[src/rtl/sse_pkg.sv]
// Shared types and the per-bit access rule for the set-enable bank.
// Assumes a 32-bit register word; all users take the width from here.
package sse_pkg;
    localparam int unsigned WORD_W = 32;
    typedef logic [WORD_W-1:0] word_t;

    // Returns 1 when an interrupt bit may be read and written by this access.
    function automatic logic bit_open(
        input logic present,
        input logic grp_sec,
        input logic route_sec,
        input logic route_nsec,
        input logic ns_access,
        input logic sec_dis
    );
        logic routed;
        logic hidden;
        routed = grp_sec ? route_sec : route_nsec;
        hidden = ns_access && !sec_dis && grp_sec;
        return present && routed && !hidden;
    endfunction
endpackage

[src/rtl/sse_addr_decode.sv]
// Address decoder: raises one select per register word when the address
// matches BASE_OFF + 4*(FIRST_IDX+k) exactly. Any other address, including
// misaligned ones, selects nothing.
module sse_addr_decode #(
    parameter int unsigned ADDR_W    = 12,
    parameter int unsigned NUM_REGS  = 2,
    parameter int unsigned BASE_OFF  = 'h100,
    parameter int unsigned FIRST_IDX = 1
) (
    input  logic [ADDR_W-1:0]   addr,
    output logic [NUM_REGS-1:0] sel,
    output logic                hit
);
    // One exact comparator per word.
    for (genvar k = 0; k < NUM_REGS; k++) begin : g_cmp
        localparam int unsigned OFF = BASE_OFF + 4 * (FIRST_IDX + k);
        assign sel[k] = (addr == ADDR_W'(OFF));
    end

    // Any word selected.
    assign hit = |sel;
endmodule

[src/rtl/sse_access_mask.sv]
// Access mask: one open/closed flag per interrupt for the current access.
// The mask depends on access security, group, presence and routing enables.
module sse_access_mask #(
    parameter int unsigned NUM_BITS = 64
) (
    input  logic [NUM_BITS-1:0] present,
    input  logic [NUM_BITS-1:0] grp_sec,
    input  logic                route_sec,
    input  logic                route_nsec,
    input  logic                ns_access,
    input  logic                sec_dis,
    output logic [NUM_BITS-1:0] open_mask
);
    import sse_pkg::*;

    // Per-bit evaluation of the shared access rule.
    for (genvar i = 0; i < NUM_BITS; i++) begin : g_bit
        assign open_mask[i] = bit_open(present[i], grp_sec[i], route_sec,
                                       route_nsec, ns_access, sec_dis);
    end
endmodule

[src/rtl/sse_enable_store.sv]
// Enable storage: write-one-to-set words with a per-bit test clear.
// Assumes the caller supplies one-hot word selects and the access mask;
// a set beats a clear on the same bit in the same cycle.
module sse_enable_store #(
    parameter int unsigned NUM_REGS = 2,
    parameter int unsigned WORD_W   = 32,
    localparam int unsigned NUM_BITS = NUM_REGS * WORD_W
) (
    input  logic                clk,
    input  logic                rst_n,
    input  logic [NUM_REGS-1:0] sel,
    input  logic                wr,
    input  logic [WORD_W-1:0]   wdata,
    input  logic [NUM_BITS-1:0] open_mask,
    input  logic [NUM_BITS-1:0] clr,
    output logic [NUM_BITS-1:0] en_q
);
    logic [NUM_BITS-1:0] set_vec;

    // Per-word set request, gated by select, strobe, data and mask.
    for (genvar k = 0; k < NUM_REGS; k++) begin : g_word
        assign set_vec[k*WORD_W +: WORD_W] =
            {WORD_W{wr && sel[k]}} & wdata & open_mask[k*WORD_W +: WORD_W];
    end

    // Enable register update: clear first, then set wins.
    always_ff @(posedge clk) begin
        if (!rst_n) en_q <= '0;
        else        en_q <= (en_q & ~clr) | set_vec;
    end

    // an enable that was set and not cleared stays set.
    p_set_sticky_r2: assert property (@(posedge clk) disable iff (!rst_n)
        1'b1 |=> ((en_q & $past(en_q & ~clr)) == $past(en_q & ~clr)));

    // every requested set is present after the edge, clear or not.
    p_set_wins_r9: assert property (@(posedge clk) disable iff (!rst_n)
        1'b1 |=> ((en_q & $past(set_vec)) == $past(set_vec)));
endmodule

[src/rtl/sec_set_enable_bank.sv]
// Set-enable register bank for an extended private interrupt range.
// Decodes the register port, masks each bit by access security, group,
// presence and routing, stores write-one-to-set enables and returns
// registered masked read data one cycle after the read strobe.
module sec_set_enable_bank #(
    parameter int unsigned ADDR_W    = 12,
    parameter int unsigned NUM_REGS  = 2,
    parameter int unsigned BASE_OFF  = 'h100,
    parameter int unsigned FIRST_IDX = 1,
    localparam int unsigned WORD_W   = sse_pkg::WORD_W,
    localparam int unsigned NUM_BITS = NUM_REGS * WORD_W
) (
    input  logic                clk,
    input  logic                rst_n,
    input  logic [ADDR_W-1:0]   acc_addr,
    input  logic [WORD_W-1:0]   acc_wdata,
    input  logic                acc_wr,
    input  logic                acc_rd,
    input  logic                acc_ns,
    output logic [WORD_W-1:0]   rd_data,
    input  logic [NUM_BITS-1:0] irq_present,
    input  logic [NUM_BITS-1:0] irq_grp_sec,
    input  logic                sec_disable,
    input  logic                route_en_sec,
    input  logic                route_en_nsec,
    input  logic [NUM_BITS-1:0] test_clr,
    output logic [NUM_BITS-1:0] fwd_en
);
    import sse_pkg::*;

    logic [NUM_REGS-1:0] sel;
    logic                hit;
    logic [NUM_BITS-1:0] open_mask;
    logic [NUM_BITS-1:0] en_q;
    word_t               rd_word;

    sse_addr_decode #(
        .ADDR_W(ADDR_W), .NUM_REGS(NUM_REGS),
        .BASE_OFF(BASE_OFF), .FIRST_IDX(FIRST_IDX)
    ) i_dec (
        .addr(acc_addr), .sel(sel), .hit(hit)
    );

    sse_access_mask #(.NUM_BITS(NUM_BITS)) i_mask (
        .present(irq_present), .grp_sec(irq_grp_sec),
        .route_sec(route_en_sec), .route_nsec(route_en_nsec),
        .ns_access(acc_ns), .sec_dis(sec_disable), .open_mask(open_mask)
    );

    sse_enable_store #(.NUM_REGS(NUM_REGS), .WORD_W(WORD_W)) i_store (
        .clk(clk), .rst_n(rst_n), .sel(sel), .wr(acc_wr),
        .wdata(acc_wdata), .open_mask(open_mask), .clr(test_clr),
        .en_q(en_q)
    );

    // Read mux: the selected word, masked; zero when nothing is selected.
    always_comb begin
        rd_word = '0;
        for (int k = 0; k < NUM_REGS; k++) begin
            if (sel[k]) rd_word |= en_q[k*WORD_W +: WORD_W] & open_mask[k*WORD_W +: WORD_W];
        end
    end

    // Read data register: loaded on a read strobe, zero otherwise.
    always_ff @(posedge clk) begin
        if (!rst_n)      rd_data <= '0;
        else if (acc_rd) rd_data <= rd_word;
        else             rd_data <= '0;
    end

    assign fwd_en = en_q;

    // no read, or a read that misses both words, returns zero.
    p_rd_idle_zero_r8: assert property (@(posedge clk) disable iff (!rst_n)
        (!acc_rd || !hit) |=> (rd_data == '0));

    // a bit can only become set while its mask was open.
    p_closed_no_set_r6: assert property (@(posedge clk) disable iff (!rst_n)
        1'b1 |=> ((fwd_en & ~$past(fwd_en) & ~$past(open_mask)) == '0));

    // a reset cycle leaves every enable at zero.
    p_reset_clear_r4: assert property (@(posedge clk)
        !rst_n |=> (fwd_en == '0));
endmodule

[config.mk]
export PLATFORM = sky130hd
export DESIGN_NAME = sec_set_enable_bank
export DESIGN_NICKNAME = d
export VERILOG_FILES = /design/src/rtl/sse_pkg.sv /design/src/rtl/sse_addr_decode.sv /design/src/rtl/sse_access_mask.sv /design/src/rtl/sse_enable_store.sv /design/src/rtl/sec_set_enable_bank.sv
export SDC_FILE = /design/constraint.sdc
export NUM_CORES = 1
export LEC_CHECK = 0
export CAP_MARGIN = 20
export CORE_MARGIN = 2
export CORE_UTILIZATION = 34
export CTS_CLUSTER_SIZE = 14
export DETAILED_ROUTE_END_ITERATION = 10
export PLACE_DENSITY = 0.85
export REMOVE_ABC_BUFFERS = 1
export SETUP_SLACK_MARGIN = 0.3
export SKIP_CTS_REPAIR_TIMING = 1
export SYNTH_ARGS = -nofsm -noshare
export SYNTH_HDL_FRONTEND = slang
export SYNTH_HIERARCHICAL = 1
export SYNTH_SLANG_ARGS = --single-unit
[constraint.sdc]
create_clock -name clk -period 2.8 [get_ports clk]
set_clock_uncertainty 0.05 [all_clocks]
set_input_delay 0.56 -clock clk [delete_from_list [all_inputs] [get_ports clk]]
set_output_delay 0.56 -clock clk [all_outputs]
set_load 0.02 [all_outputs]
==> summary.md, run 1 <==
| Metric | Value |
|---|---|
| First-pass GRT wire length | 32700 µm |
| Achievable frequency | 0.416 GHz |
| CTS root buffer | clkbuf_16 |
| Number of DRC markers in iteration 0 | 380 |
| # Max-Cap Violations | 0 |
| Die height | 132 µm |
| Layout area overhead | 65.9% |
| Yosys warns | 6 |
| Min-delay src | i_store/en_q[62] |
| Vias per inst | 5.57 |
| Largest net degree at the start of global routing | 65 |
| Worst-path clk slew | 0.07 ns |
| Crit end category | flop |
| GP Congestion | 0.896 |
| Gr usage total | 23.6% |
| CORE AREA | 15900 µm² |
| Cell Rows | 46 |
| Port bufs | 339 |
| R2R cell count | 2 |
| Status | finished, final reports clean |
| Sum of negative setup slack | 0 ns |
| Fillers | 1435 |
| Crit path buffers/inverters | 2 |
| Htree depth | 3 |
| Hold Path Class | flop to flop |
| Clock Latency Late Sink | 0.34 ns |
| Slew headroom | 51.0% |
| Crit share post-route | 85.9% |
| Inst Count DP | 1089 |
| Total power draw | 3.21 mW |
| Clk buf depth | 2 |
| Fin Hold WS | 0.434 ns |
| CP arrival | 2.63 ns |
| DP Worst Slack | 0.0442 ns |
| CP max FO | 64 |
| R2R Path Start | i_store/en_q[42] |
| R2R Path End | i_store/en_q[42] |
| Cell Count, Final, Fillers Out | 1106 |
| Final setup vio count | 0 |
| CTS tree | done |
| Width of the die | 132 µm |
| Worst hold path endpoint | i_store/en_q[62] |
| Power Density | 350 nW/µm² |
| RSZ-0062 raised after global routing | no |
| R2r setup slk | 2.01 ns |
| # IOs | 340 |
| Initial antenna violation count | 1 |
| Starting Density | 34.8% |
| PnR worst setup slack | 0.394 ns |
| Lkg Pwr | 3.61 nW |
| Remaining global-route overflow | 0 |
| Tmin final | 2.41 ns |
| Peak VDD IR | 274 µV |
| Setup crit start kind | input pin |
| Final ANT Viol Nets | 0 |
| Crit Path Class | input pin to flop |
| # clock sinks | 96 |
| Routed via count | 6161 |
| CP required | 3.02 ns |
| CP max-delay cell | or4b_4 |
| Hold Path Stages | 2 |
| Pins Over Slew Limit | 0 |
| Residual DRC | 0 |
| Final Hold Viols | 0 |
| Tightest Pin Transition | 0.734 ns |
| Vias in the first global route | 6074 |
| WL/cell | 19.2 µm |
| Mean post-synth cell area | 9.68 µm² |
| Synthesized cell area | 5530 µm² |
| Critical-path cell list | clkdlybuf4s50_1 -> or4b_4 -> nor4_2 -> buf_12 -> nand4_1 -> a21boi_1 |
| TritonCTS buffer count | 9 |
| Detailed Place HPWL | 15900 µm |
| CP delay by family, top | simple AND/OR/NAND/NOR gates |
| Final WL | 21300 µm |
| Drt pass-1 iters | 5 |
| Slowest stage delay, CP | 0.56 ns |
| Nets@finish | 1128 |
| Synth Instances | 571 |
| Share of cells above drive strength 1 | 7.54% |
| Die footprint | 17300 µm² |
==> final cells by class <==
cell class / instances / area, µm² / share of cell area (%)
Antenna cell: 1 / 2.50 / 0.0273
Clock buffer: 12 / 236 / 2.58
Clock inverter: 4 / 45.0 / 0.491
Multi-Input combinational cell: 425 / 3170 / 34.5
Sequential cell: 96 / 1920 / 20.9
Tap cell: 216 / 270 / 2.95
Timing Repair Buffer: 352 / 3530 / 38.5
==> worst register-to-register path, delay by kind of cell, from the launching register on <==
family	cells	cell delay, ns
flip-flops	1	0.41
AND/OR/NAND/NOR	1	0.14
AO/OA/AOI/OAI	1	0.13
==> worst max-delay path by stage <==
stage,start,to,slack [ns],cells past startpoint
2_1_floorplan,acc_addr[9],rd_data[0],-3.58,4
3_3_place_gp,acc_addr[9],rd_data[5],0.13,6
3_5_place_dp,acc_addr[9],i_store/en_q[45],0.04,6
4_1_cts,acc_addr[9],i_store/en_q[36],0.40,6
5_1_grt,acc_addr[9],i_store/en_q[63],0.32,6
6_report,acc_addr[9],i_store/en_q[36],0.39,6
==> stage by stage <==
stage | instance area [µm²] | utilization, %
global placement | 8890 | 56.0
CTS | 9170 | 57.7
detailed placement | 8890 | 56.0
finish | 9180 | 57.8
floorplan | 5070 | -
global route | 9180 | 57.8
==> power by group <==
part | leakage, nW | internal [mW] | total [mW] | switching [mW]
Clock | 0.140 | 0.690 | 1.21 | 0.522
Combinational | 2.70 | 0.411 | 0.632 | 0.222
Sequential | 0.773 | 1.36 | 1.36 | 0.0000131
Total | 3.61 | 2.47 | 3.21 | 0.744
==> layer usage <==
metal | global-route usage (%) | up-vias | wire length, µm
met5 | 0 | - | 0
met4 | 9.24 | 0 | 652
li1 | - | 2864 | -
met3 | 5.25 | 45 | 1490
met2 | 40.9 | 286 | 10500
met1 | 28.3 | 2966 | 8650
==> registers in the layout, summed over array words and instances, names as in the netlist <==
signal        cells
rd_data          32
i_store/en_q     64
==> cells in the final DEF, fill, tap and decap left out <==
cell             count
nand3_1             63
buf_2                4
or4_4                1
nor4_2               2
buf_12               5
dfxtp_1             96
nand2b_1            66
nand2_2              1
a21boi_1            62
or2_2                1
a21boi_0             2
a21oi_2             29
clkbuf_16            9
or4b_4               1
a41o_1              64
and3b_1             64
nand3_2              1
buf_4                8
clkbuf_1             3
a21oi_1              3
nand2b_4             1
nand4_1             64
bufinv_16            1
diode_2              1
clkinv_2             3
clkdlybuf4s50_1    335
(Power assumes the default switching activity.)
==> run 2: changes to the inputs <==
CORE_MARGIN = 5   (was 2)
PLACE_DENSITY = 0.87   (was 0.85)
==> run 2 against run 1 <==
Against the previous run: critical path depth did not move; worst setup slack lost 0.043 ns; total power decreased by 0.51%; sequential share of layout area fell by 0.054 points; non-clock buffer count fell by 2; first-iteration DRC count rose by 11%; critical path type unchanged; largest cell class unchanged.
==> summary.md, run 2 (synthesis gave the netlist of run 1 again) <==
| Metric | Value |
|---|---|
| Status | finished, final reports clean |
| Initial antenna violation count | 0 (-1) |
| Sequential cell area | 1920 µm² (unchanged) |
| Pins Over Slew Limit | 0 (unchanged) |
| Residual DRC | 0 (unchanged) |
| Cell Rows | 46 (unchanged) |
| TritonCTS buffer count | 9 (unchanged) |
| Clock Latency Late Sink | 0.34 ns (about the same) |
| # IOs | 340 (unchanged) |
| Setup crit start kind | input pin |
| Number of flip-flops in the largest register | 64 (unchanged) |
| Vias in the first global route | 6152 (+1.3%) |
| WL/cell | 20.4 µm (+5.9%) |
| CTS root buffer | clkbuf_16 |
| Remaining global-route overflow | 0 (unchanged) |
| Most common cell after layout, fill and taps aside | clkdlybuf4s50_1 |
| Port bufs | 339 (unchanged) |
| Peak VDD IR | 281 µV (+2.4%) |
| Largest Register | i_store/en_q |
| Final setup vio count | 0 (unchanged) |
| Tmin final | 2.45 ns (+0.0428 ns) |
| Hold Path Class | flop to flop |
| Ant diodes | 0 (-1) |
| Tightest Pin Transition | 0.703 ns (-0.0318 ns) |
| Width of the die | 138 µm (+4.6%) |
| Multi-input gate area | 3170 µm² (+0.28%) |
| Final WL | 22400 µm (+5.3%) |
| CP required | 3.03 ns (about the same) |
| Grt met1 use | 25.4% (-2.9 points) |
| CP arrival | 2.68 ns (+0.05 ns) |
| Starting Density | 34.7% (-0.13 points) |
| Die height | 138 µm (+4.6%) |
| Fin Hold WS | 0.434 ns (-0.000884 ns) |
| Post-DP Area | 8890 µm² (about the same) |
| Largest net degree at the start of global routing | 65 (unchanged) |
| # Max-Cap Violations | 0 (unchanged) |
| Layout area overhead | 66.4% |
| CP max FO | 32 (-50%) |
| Met2 usage | 38.2% (-2.6 points) |
| Achievable frequency | 0.408 GHz (-1.7%) |
| RSZ-0062 raised after global routing | no |
| Biggest registers after layout | i_store/en_q x64, rd_data x32 |
| Clk buf depth | 2 (unchanged) |
| Drt pass-1 iters | 5 (unchanged) |
| Lkg Pwr | 3.63 nW (+0.30%) |
| Power Density | 347 nW/µm² (-0.77%) |
| Detailed Place HPWL | 16300 µm (+2.5%) |
| Sum of negative setup slack | 0 ns (unchanged) |
| Final ANT Viol Nets | 0 (unchanged) |
| Final Hold Viols | 0 (unchanged) |
| Crit Path Class | input pin to flop |
| Number of DRC markers in iteration 0 | 422 (+11%) |
| Most frequent cells in the layout | 335 x clkdlybuf4s50_1, 96 x dfxtp_1, 66 x nand2b_1 |
| GP Congestion | 0.872 (-2.7%) |
| Worst-path clk slew | 0.06 ns (about the same) |
| CP delay by family, top | simple AND/OR/NAND/NOR gates |
| Crit share post-route | 87.5% (+1.5 points) |
| Share of cells above drive strength 1 | 7.35% (-0.18 points) |
| CP max-delay cell | or4b_4 |
| Fillers | 1401 (-2.4%) |
| Crit path buffers/inverters | 2 (unchanged) |
| Grt met3 use | 6.03% (+0.78 points) |
| Design area | 9200 µm² (+0.26%) |
| Htree depth | 3 (unchanged) |
| CORE AREA | 15900 µm² (+0.36%) |
| CTS tree | done |
| Grt peak-use layer | met2 |
| Routed via count | 6216 (+0.89%) |
| Crit end category | flop |
| Slowest stage delay, CP | 0.56 ns (about the same) |
| Slew headroom | 53.2% (+2.1 points) |
| Die footprint | 18900 µm² (+9.3%) |
| Nets@finish | 1126 (-0.18%) |
| Gr usage total | 22.1% (-1.5 points) |
| # clock sinks | 96 (unchanged) |
| Vias per inst | 5.65 (+1.4%) |
| First-pass GRT wire length | 32700 µm (-0.13%) |
| Critical-path cell list | clkdlybuf4s50_1 -> or4b_4 -> nor4_4 -> buf_6 -> nand4_1 -> a21boi_1 |
[run 2: worst register-to-register path, delay by kind of cell, from the launching register on]
family | cells | cell delay [ns]
AND/OR/NAND/NOR | 1 | 0.12
flip-flops | 1 | 0.41
AO/OA/AOI/OAI | 1 | 0.15
[run 2: path summary, 6_finish.rpt]
path	cells after the start	from	endpoint	slack [ns]
worst min-delay path	2	i_store/en_q[41]	i_store/en_q[41]	0.43
worst min register to register	2	i_store/en_q[41]	i_store/en_q[41]	0.43
worst max-delay path	6	acc_addr[9]	i_store/en_q[0]	0.35
worst max register to register	2	i_store/en_q[23]	rd_data[23]	2.01
[run 2: area by class of cell]
cell class / count / area share [%]
timing repair buffer: 350 / 38.6
multi-input combinational: 425 / 34.5
sequential: 96 / 20.9
clock buffer: 13 / 3.05
tap: 216 / 2.94
[run 2: power breakdown]
group          total [mW]  internal, mW  switching [mW]
logic               0.636         0.412           0.223
registers            1.37          1.37       0.0000128
clock network        1.19         0.685           0.507
[run 2: per-layer routing]
layer  up-vias  routed length, µm
met5         -                  0
met4         0                642
met3        50               2020
met2       303              11100
met1      2988               8640
li1       2875                  -
[run 2: stage by stage]
| stage | utilization (%) | setup slack [ns] | power, mW | instances |
|---|---|---|---|---|
| 2_1_floorplan | - | -3.58 | 1.55 | 521 |
| 3_3_place_gp | 55.8 | 0.142 | 2.02 | 1086 |
| 3_5_place_dp | 55.8 | 0.0848 | 2.02 | 1086 |
| 4_1_cts | 57.5 | 0.426 | 3.22 | 1099 |
| 5_1_grt | 57.7 | 0.314 | 3.30 | 1100 |
| 6_report | 57.7 | 0.351 | 3.19 | 1100 |
